--- src/rtl/addsub_pkg.sv ---
package addsub_pkg;

    parameter int unsigned ADD_W = 8;

    typedef enum logic {
        OP_ADD = 1'b0,
        OP_SUB = 1'b1
    } op_mode_e;

endpackage

--- src/rtl/fa_cell.sv ---
module fa_cell (
    input  logic x_i,
    input  logic y_i,
    input  logic c_i,
    output logic s_o,
    output logic c_o
);

    logic half_x;

    always_comb begin
        half_x = x_i ^ y_i;
        s_o    = half_x ^ c_i;
        c_o    = (x_i & y_i) | (half_x & c_i);
    end

endmodule

--- src/rtl/capture_reg.sv ---
module capture_reg #(
    parameter int unsigned W = 1
) (
    input  logic         clk,
    input  logic         rst_n,
    input  logic [W-1:0] d_i,
    output logic [W-1:0] q_o
);

    always_ff @(posedge clk or negedge rst_n) begin
        if (!rst_n) begin
            q_o <= '0;
        end else begin
            q_o <= d_i;
        end
    end

endmodule

--- src/rtl/ripple_addsub.sv ---
module ripple_addsub
    import addsub_pkg::*;
#(
    parameter int unsigned W = ADD_W
) (
    input  logic [W-1:0] x_i,
    input  logic [W-1:0] y_i,
    input  op_mode_e     mode_i,
    output logic [W-1:0] r_o,
    output logic         v_o
);

    logic [W-1:0] y_eff;
    logic [W:0]   carry;

    always_comb begin
        y_eff    = (mode_i == OP_SUB) ? ~y_i : y_i;
        carry[0] = (mode_i == OP_SUB);
    end

    for (genvar g = 0; g < W; g++) begin : g_stage
        fa_cell u_cell (
            .x_i (x_i[g]),
            .y_i (y_eff[g]),
            .c_i (carry[g]),
            .s_o (r_o[g]),
            .c_o (carry[g+1])
        );
    end

    // carry into the sign stage disagreeing with carry out of it
    assign v_o = carry[W] ^ carry[W-1];

endmodule

--- src/rtl/registered_addsub.sv ---
module registered_addsub
    import addsub_pkg::*;
#(
    parameter int unsigned WIDTH = ADD_W
) (
    input  logic             clk,
    input  logic             rst_n,
    input  logic [WIDTH-1:0] a_in,
    input  logic [WIDTH-1:0] b_in,
    input  logic             sub_mode,
    output logic [WIDTH-1:0] sum_q,
    output logic             ovf_q
);

    localparam int unsigned IN_W  = 2 * WIDTH + 1;
    localparam int unsigned OUT_W = WIDTH + 1;

    logic [IN_W-1:0]  in_d, in_q;
    logic [OUT_W-1:0] out_d, out_q;
    logic [WIDTH-1:0] a_q, b_q, r_w;
    op_mode_e         mode_q;
    logic             v_w;

    assign in_d = {sub_mode, a_in, b_in};

    capture_reg #(.W(IN_W)) u_in_reg (
        .clk   (clk),
        .rst_n (rst_n),
        .d_i   (in_d),
        .q_o   (in_q)
    );

    assign mode_q = op_mode_e'(in_q[IN_W-1]);
    assign a_q    = in_q[2*WIDTH-1:WIDTH];
    assign b_q    = in_q[WIDTH-1:0];

    ripple_addsub #(.W(WIDTH)) u_chain (
        .x_i    (a_q),
        .y_i    (b_q),
        .mode_i (mode_q),
        .r_o    (r_w),
        .v_o    (v_w)
    );

    assign out_d = {v_w, r_w};

    capture_reg #(.W(OUT_W)) u_out_reg (
        .clk   (clk),
        .rst_n (rst_n),
        .d_i   (out_d),
        .q_o   (out_q)
    );

    assign sum_q = out_q[WIDTH-1:0];
    assign ovf_q = out_q[WIDTH];

    // behavioural references for the checks below
    logic [WIDTH-1:0] ref_add, ref_sub, ref_b;
    logic             ref_v;
    always_comb begin
        ref_add = a_q + b_q;
        ref_sub = a_q - b_q;
        ref_b   = (mode_q == OP_SUB) ? ~b_q : b_q;
        ref_v   = (a_q[WIDTH-1] == ref_b[WIDTH-1]) &&
                  (((mode_q == OP_SUB) ? ref_sub[WIDTH-1] : ref_add[WIDTH-1]) != a_q[WIDTH-1]);
    end


    reset_clear_chk: assert property (@(posedge clk) !rst_n |-> (sum_q == '0 && !ovf_q));


    add_result_chk: assert property (@(posedge clk) disable iff (!rst_n)
        (mode_q == OP_ADD) |=> (sum_q == $past(ref_add)));


    sub_result_chk: assert property (@(posedge clk) disable iff (!rst_n)
        (mode_q == OP_SUB) |=> (sum_q == $past(ref_sub)));


    add_overflow_chk: assert property (@(posedge clk) disable iff (!rst_n)
        (mode_q == OP_ADD) |=> (ovf_q == $past(ref_v)));


    sub_overflow_chk: assert property (@(posedge clk) disable iff (!rst_n)
        (mode_q == OP_SUB) |=> (ovf_q == $past(ref_v)));


    mode_capture_chk: assert property (@(posedge clk) disable iff (!rst_n)
        1'b1 |=> (mode_q == op_mode_e'($past(sub_mode))));

endmodule

--- config.mk ---
export PLATFORM = sky130hd
export DESIGN_NAME = registered_addsub
export DESIGN_NICKNAME = d
export VERILOG_FILES = /design/src/rtl/addsub_pkg.sv /design/src/rtl/fa_cell.sv /design/src/rtl/capture_reg.sv /design/src/rtl/ripple_addsub.sv /design/src/rtl/registered_addsub.sv
export SDC_FILE = /design/constraint.sdc
export NUM_CORES = 1
export LEC_CHECK = 0
export CAP_MARGIN = 20
export CELL_PAD_IN_SITES_DETAIL_PLACEMENT = 1
export CELL_PAD_IN_SITES_GLOBAL_PLACEMENT = 1
export CORE_UTILIZATION = 35
export DETAILED_ROUTE_END_ITERATION = 10
export PLACE_DENSITY_LB_ADDON = 0.1
export SYNTH_ARGS = -nofsm -noshare
export SYNTH_HDL_FRONTEND = slang
export SYNTH_SLANG_ARGS = --single-unit
--- constraint.sdc ---
create_clock -name clk -period 4.7 [get_ports clk]
set_input_delay 1.41 -clock clk [delete_from_list [all_inputs] [get_ports clk]]
set_output_delay 1.41 -clock clk [all_outputs]
set_load 0.02 [all_outputs]
# Word level (Yosys, flattened, before mapping)

Index checks and enable logic that the tools add are counted.

Output and inout port bits: 9
Register bits after elaboration: 26
Input port bits: 19
Word-level logic and storage cells: 45

Mux-type cells: 1
Bitwise operators: 42

Operators by type and width:

| cell              | number |
|---|---|
| 1-bit XOR         | 17 |
| 1-bit bitwise AND | 16 |
| 8-bit 2-to-1 mux  | 1 |
| 8-bit inverter    | 1 |
| 1-bit OR          | 8 |

# Logic depth before layout (Yosys ltp)

Word-level depth: 20
Gate-level depth with buffers: 10
Depth with buffers taken out: 9

# Hierarchy

From an unflattened synthesis, not the netlist that was laid out.

Cell total of the unflattened synthesis: 44
Area, all modules: 900.9 um^2

By module, submodules not included:

| module                  | instances | area each (um^2) | cells an instance | seq. area each (um^2) |
|---|---|---|---|---|
| capture_reg (u_in_reg)  | 1         | 425.4            | 17                | 425.4 |
| capture_reg (u_out_reg) | 1         | 225.2            | 9                 | 225.2 |
| fa_cell                 | 8         | 20.0             | 1                 | 0.0 |
| ripple_addsub           | 1         | 90.1             | 10                | 0.0 |

# Worst setup path after synthesis

OpenSTA, ideal clock, no wires.

Path type: reg-to-reg
Start: register u_in_reg.q_o[16]
End: register u_out_reg.q_o[8]
Cell stages (with the launch flop): 11
Data required time: 4.573 ns
Path slack: 1.037 ns
Setup time: 0.127 ns
Buffers on the path: 1
Period minus slack after synthesis: 3.663 ns
Arrival time: 3.536 ns
Cell sequence: dfrtp_1 > buf_6 > xnor2_1 > fa_1 > fa_1 > fa_1 > fa_1 > fa_1 > fa_1 > fa_1 > xor2_1

Word-level cells in the longest chain between the ends: 19
Elaborated cells on any way between the ends: 34
Those cells by class: mux (1); bitwise (33)

RTL lines:

| element                | RTL line            | RTL |
|---|---|---|
| start, declared        | capture_reg.sv:7    | `output logic [W-1:0] q_o` |
| start signal, assigned | capture_reg.sv:14   | `q_o <= d_i;` |
| 8-bit 2-to-1 mux       | ripple_addsub.sv:17 | `y_eff = (mode_i == OP_SUB) ? ~y_i : y_i;` |
| 1-bit XOR              | fa_cell.sv:12       | `half_x = x_i ^ y_i;` |
| 1-bit bitwise AND      | fa_cell.sv:14       | `c_o = (x_i & y_i) \| (half_x & c_i);` |
| 1-bit OR               | fa_cell.sv:14       |  |
| 1-bit bitwise AND      | fa_cell.sv:14       |  |
| 1-bit OR               | fa_cell.sv:14       |  |
| 1-bit bitwise AND      | fa_cell.sv:14       |  |
| 1-bit OR               | fa_cell.sv:14       |  |
| [4 not listed]         | n/a                 |  |
| 1-bit bitwise AND      | fa_cell.sv:14       |  |
| 1-bit OR               | fa_cell.sv:14       |  |
| 1-bit bitwise AND      | fa_cell.sv:14       |  |
| 1-bit OR               | fa_cell.sv:14       |  |
| 1-bit bitwise AND      | fa_cell.sv:14       |  |
| 1-bit OR               | fa_cell.sv:14       |  |
| 1-bit XOR *            | ripple_addsub.sv:32 | `assign v_o = carry[W] ^ carry[W-1];` |
| named net u_chain.v_o  | ripple_addsub.sv:10 | `output logic v_o` |
| end signal, assigned   | capture_reg.sv:14   |  |
| end, declared          | capture_reg.sv:7    |  |

Mark *: on every way through the listed nets, which the timed path passes. The rest lies on a longest branch.

# Final worst setup path

Same ends and word-level chain as after synthesis.

==> flow_metrics.env <==
export IMPL_diodes=0
export IMPL_synth_area_per_cell_um2=16.27
export IMPL_area_growth_pct=38.59
export IMPL_cts_hold_buf=0
export IMPL_synth_top_family_by_area="adder cells"
export IMPL_relSlewSlack=0.6208
export IMPL_cts_buffers=3
export IMPL_arrival_ps=4090
export IMPL_seq_area_frac_synth=0.6897
export IMPL_critPathKind="flip-flop to flip-flop"
export IMPL_setup_worst_path_start_class="flip-flop"
export IMPL_post_route_min_period_ps=3870
export IMPL_grt_pass1_wl_um=2435
export IMPL_root_buffer="clkbuf_4"
export IMPL_hold_path_class="flip-flop to flip-flop"
export IMPL_end_kind="flip-flop"
export IMPL_drt_wirelength_per_cell_um=12.08
export IMPL_postLayoutCoreUtil=0.5184
export IMPL_die_h_um=53.92
export IMPL_endpoint="u_out_reg.q_o[8]"
export IMPL_setup_viol=0
export IMPL_maxSlewViolCount=0
export IMPL_worst_pin_slew_ps=567.1
export IMPL_timing_rr_end="u_out_reg.q_o[8]"
export IMPL_io_buffers=27
export IMPL_power_frac_clock=0.278
export IMPL_r2r_slack_ps=830
export IMPL_dr_total_vias=502
export IMPL_synth_edf_count=0
export IMPL_cts_buffer_depth=2
export IMPL_synth_main_ff_cell="dfrtp_1"
export IMPL_cts_repair_resized=0
export IMPL_grt_max_degree=16
export IMPL_nets=116
export IMPL_ys_seq_elements=26
export IMPL_ios=28
export IMPL_n_fill_cell=261
export IMPL_skew_ps=11.17
export IMPL_instances_no_fill=119
export IMPL_first_iter_violations=1
export IMPL_path_max_fanout=8
export IMPL_setup_tns_ps=0
export IMPL_gp_congestion=0.6455
export IMPL_cts_tree="yes"
export IMPL_final_layout_size_suffix_gt1_frac=0.05618
export IMPL_grt_overflow_total=0
export IMPL_switching_share=0.2471
export IMPL_rows=18
export IMPL_synth_compound_area_frac=0
export IMPL_p_comb_frac=0.235
export IMPL_synth_xor_area_frac=0.08355
export IMPL_ir_worst_vdd_mv=0.2190
export IMPL_r2r_start="u_in_reg.q_o[16]"
export IMPL_netlist_area_um2=943.4
export IMPL_clock_sink_count=26
export IMPL_rsz0062_at_grt="false"
export IMPL_start_util=0.3740
export IMPL_synthMuxAreaShare=0.01061
export IMPL_power_density_nw_per_um2=409.5
export IMPL_leakagePower_nw=0.5985
export IMPL_cts_htree_levels=1
export IMPL_die_area_um2=2907
export IMPL_rr_worst_depth=9
export IMPL_antenna_found_initial=0
export IMPL_clk_pin_slew_ps=140
export IMPL_status="completed"
export IMPL_synthSimpleGateAreaFrac=0
export IMPL_fp_dieW_um=53.92
export IMPL_fmax_ghz=0.2584
export IMPL_postRouteAntennaNets=0
export IMPL_cts_setup_buffers=0
export IMPL_routed_via_density=4.218
export IMPL_yosysTopAreaCellShare=0.6897
export IMPL_p_sw_mw=0.1323
export IMPL_drc_errors=0
export IMPL_p_seq_frac=0.487
export IMPL_grtUsageTotal=0.1298
export IMPL_clk_latency_ps=320
export IMPL_ys_warn_count=0
export IMPL_startpoint="u_in_reg.q_o[16]"
export IMPL_wirelength_um=1438
export IMPL_post_place_cells=115
export IMPL_yosysUniqueCellTypes=7
export IMPL_post_route_period_util=0.8234
export IMPL_yosysMostFrequentCell="dfrtp_1"
export IMPL_yosysTopAreaCell="dfrtp_1"
export IMPL_synthCells=58
export IMPL_hpwl_um=1141
export IMPL_synth_common_cells="dfrtp_1 (26), inv_1 (14), fa_1 (7), xnor2_1 (7), xor2_1 (2)"
export IMPL_synth_async_reset_ratio=1.000
export IMPL_cp_required_ps=4920
export IMPL_holdWs_ps=487.8
export IMPL_synth_area_top_cells="dfrtp_1 (69%), fa_1 (15%), xnor2_1 (6.5%), inv_1 (5.6%), xor2_1 (1.9%)"
export IMPL_synthAdderAreaFrac=0.1485
export IMPL_power_internal_mw=0.4031
export IMPL_coreArea_um2=2522
export IMPL_first_global_vias=555
export IMPL_hold_viol=0
export IMPL_max_cap_viol_count=0
export IMPL_syn_num_nets=84
export IMPL_first_pass_iters=2
area by class of cell:
cell class / instances / area [um2] / area share
inverters: 14 / 52.55 / 0.04019
well taps: 30 / 37.54 / 0.02871
repair buffers: 28 / 285.3 / 0.2182
flip-flops and latches: 26 / 650.6 / 0.4976
multi-input cells: 17 / 229.0 / 0.1751
clock inverters: 1 / 30.03 / 0.02297
clock buffers: 3 / 22.52 / 0.01722
kinds of logic after synthesis:
family                   after synthesis
XOR/XNOR                               9
adder cells (fa/ha/maj)                7
buffers and inverters                 15
flip-flops                            26
multiplexers                           1
placed cells by master, fill, tap and decap left out:
cell type,netlist,layout
clkdlybuf4s50_1,0,27
dfrtp_1,26,26
inv_1,14,14
xnor2_1,7,7
fa_1,7,7
clkbuf_4,0,3
xor2_1,2,2
mux2i_1,1,1
bufinv_16,0,1
buf_8,0,1
stage by stage:
stage / setup slack, ps / power (mW) / cell area (um2)
floorplan: 1037 / 0.3242 / 943.4
global placement: 915.2 / 0.3900 / 1240
detailed placement: 823.0 / 0.3948 / 1255
CTS: 799.7 / 0.5479 / 1308
global route: 658.2 / 0.5690 / 1308
finish: 830.1 / 0.5355 / 1308
layer usage:
layer  wire, um  GRT usage  vias to the layer above  part of all wire
met5          0          0                        -                 0
met4         15    0.05702                        0             0.010
met3         99    0.05650                        2             0.069
met2        790     0.2263                       19              0.55
met1        533     0.1333                      259              0.37
li1           -          -                      222                 -
flip-flops by register name, indices dropped and copies added, names as in the netlist:
register / flops
u_out_reg.q_o: 9
u_in_reg.q_o: 17
how the worst min path moves through the flow:
stage | startpoint | endpoint | slack (ps) | cells past startpoint
finish | u_in_reg.q_o[8] | u_out_reg.q_o[0] | 490 | 1
global route | u_in_reg.q_o[8] | u_out_reg.q_o[0] | 510 | 1
CTS | u_in_reg.q_o[8] | u_out_reg.q_o[0] | 500 | 1
detailed placement | u_in_reg.q_o[8] | u_out_reg.q_o[0] | 480 | 1
global placement | u_in_reg.q_o[8] | u_out_reg.q_o[0] | 460 | 1
floorplan | u_in_reg.q_o[8] | u_out_reg.q_o[0] | 440 | 1
power groups by stage:
stage	logic, mW	clock network (mW)	registers, mW
floorplan	0.0331	0	0.291
global placement	0.125	0	0.265
detailed placement	0.129	0	0.266
CTS	0.129	0.157	0.262
global route	0.140	0.165	0.264
finish	0.126	0.149	0.261
worst max-delay path, stage by stage (launching register included):
cell	delay (ps)
dfrtp_1	590
mux2i_1	170
fa_1	410
fa_1	410
fa_1	400
fa_1	390
fa_1	380
fa_1	430
fa_1	420
xor2_1	170
Note: power is estimated with default switching activity, not from simulation.
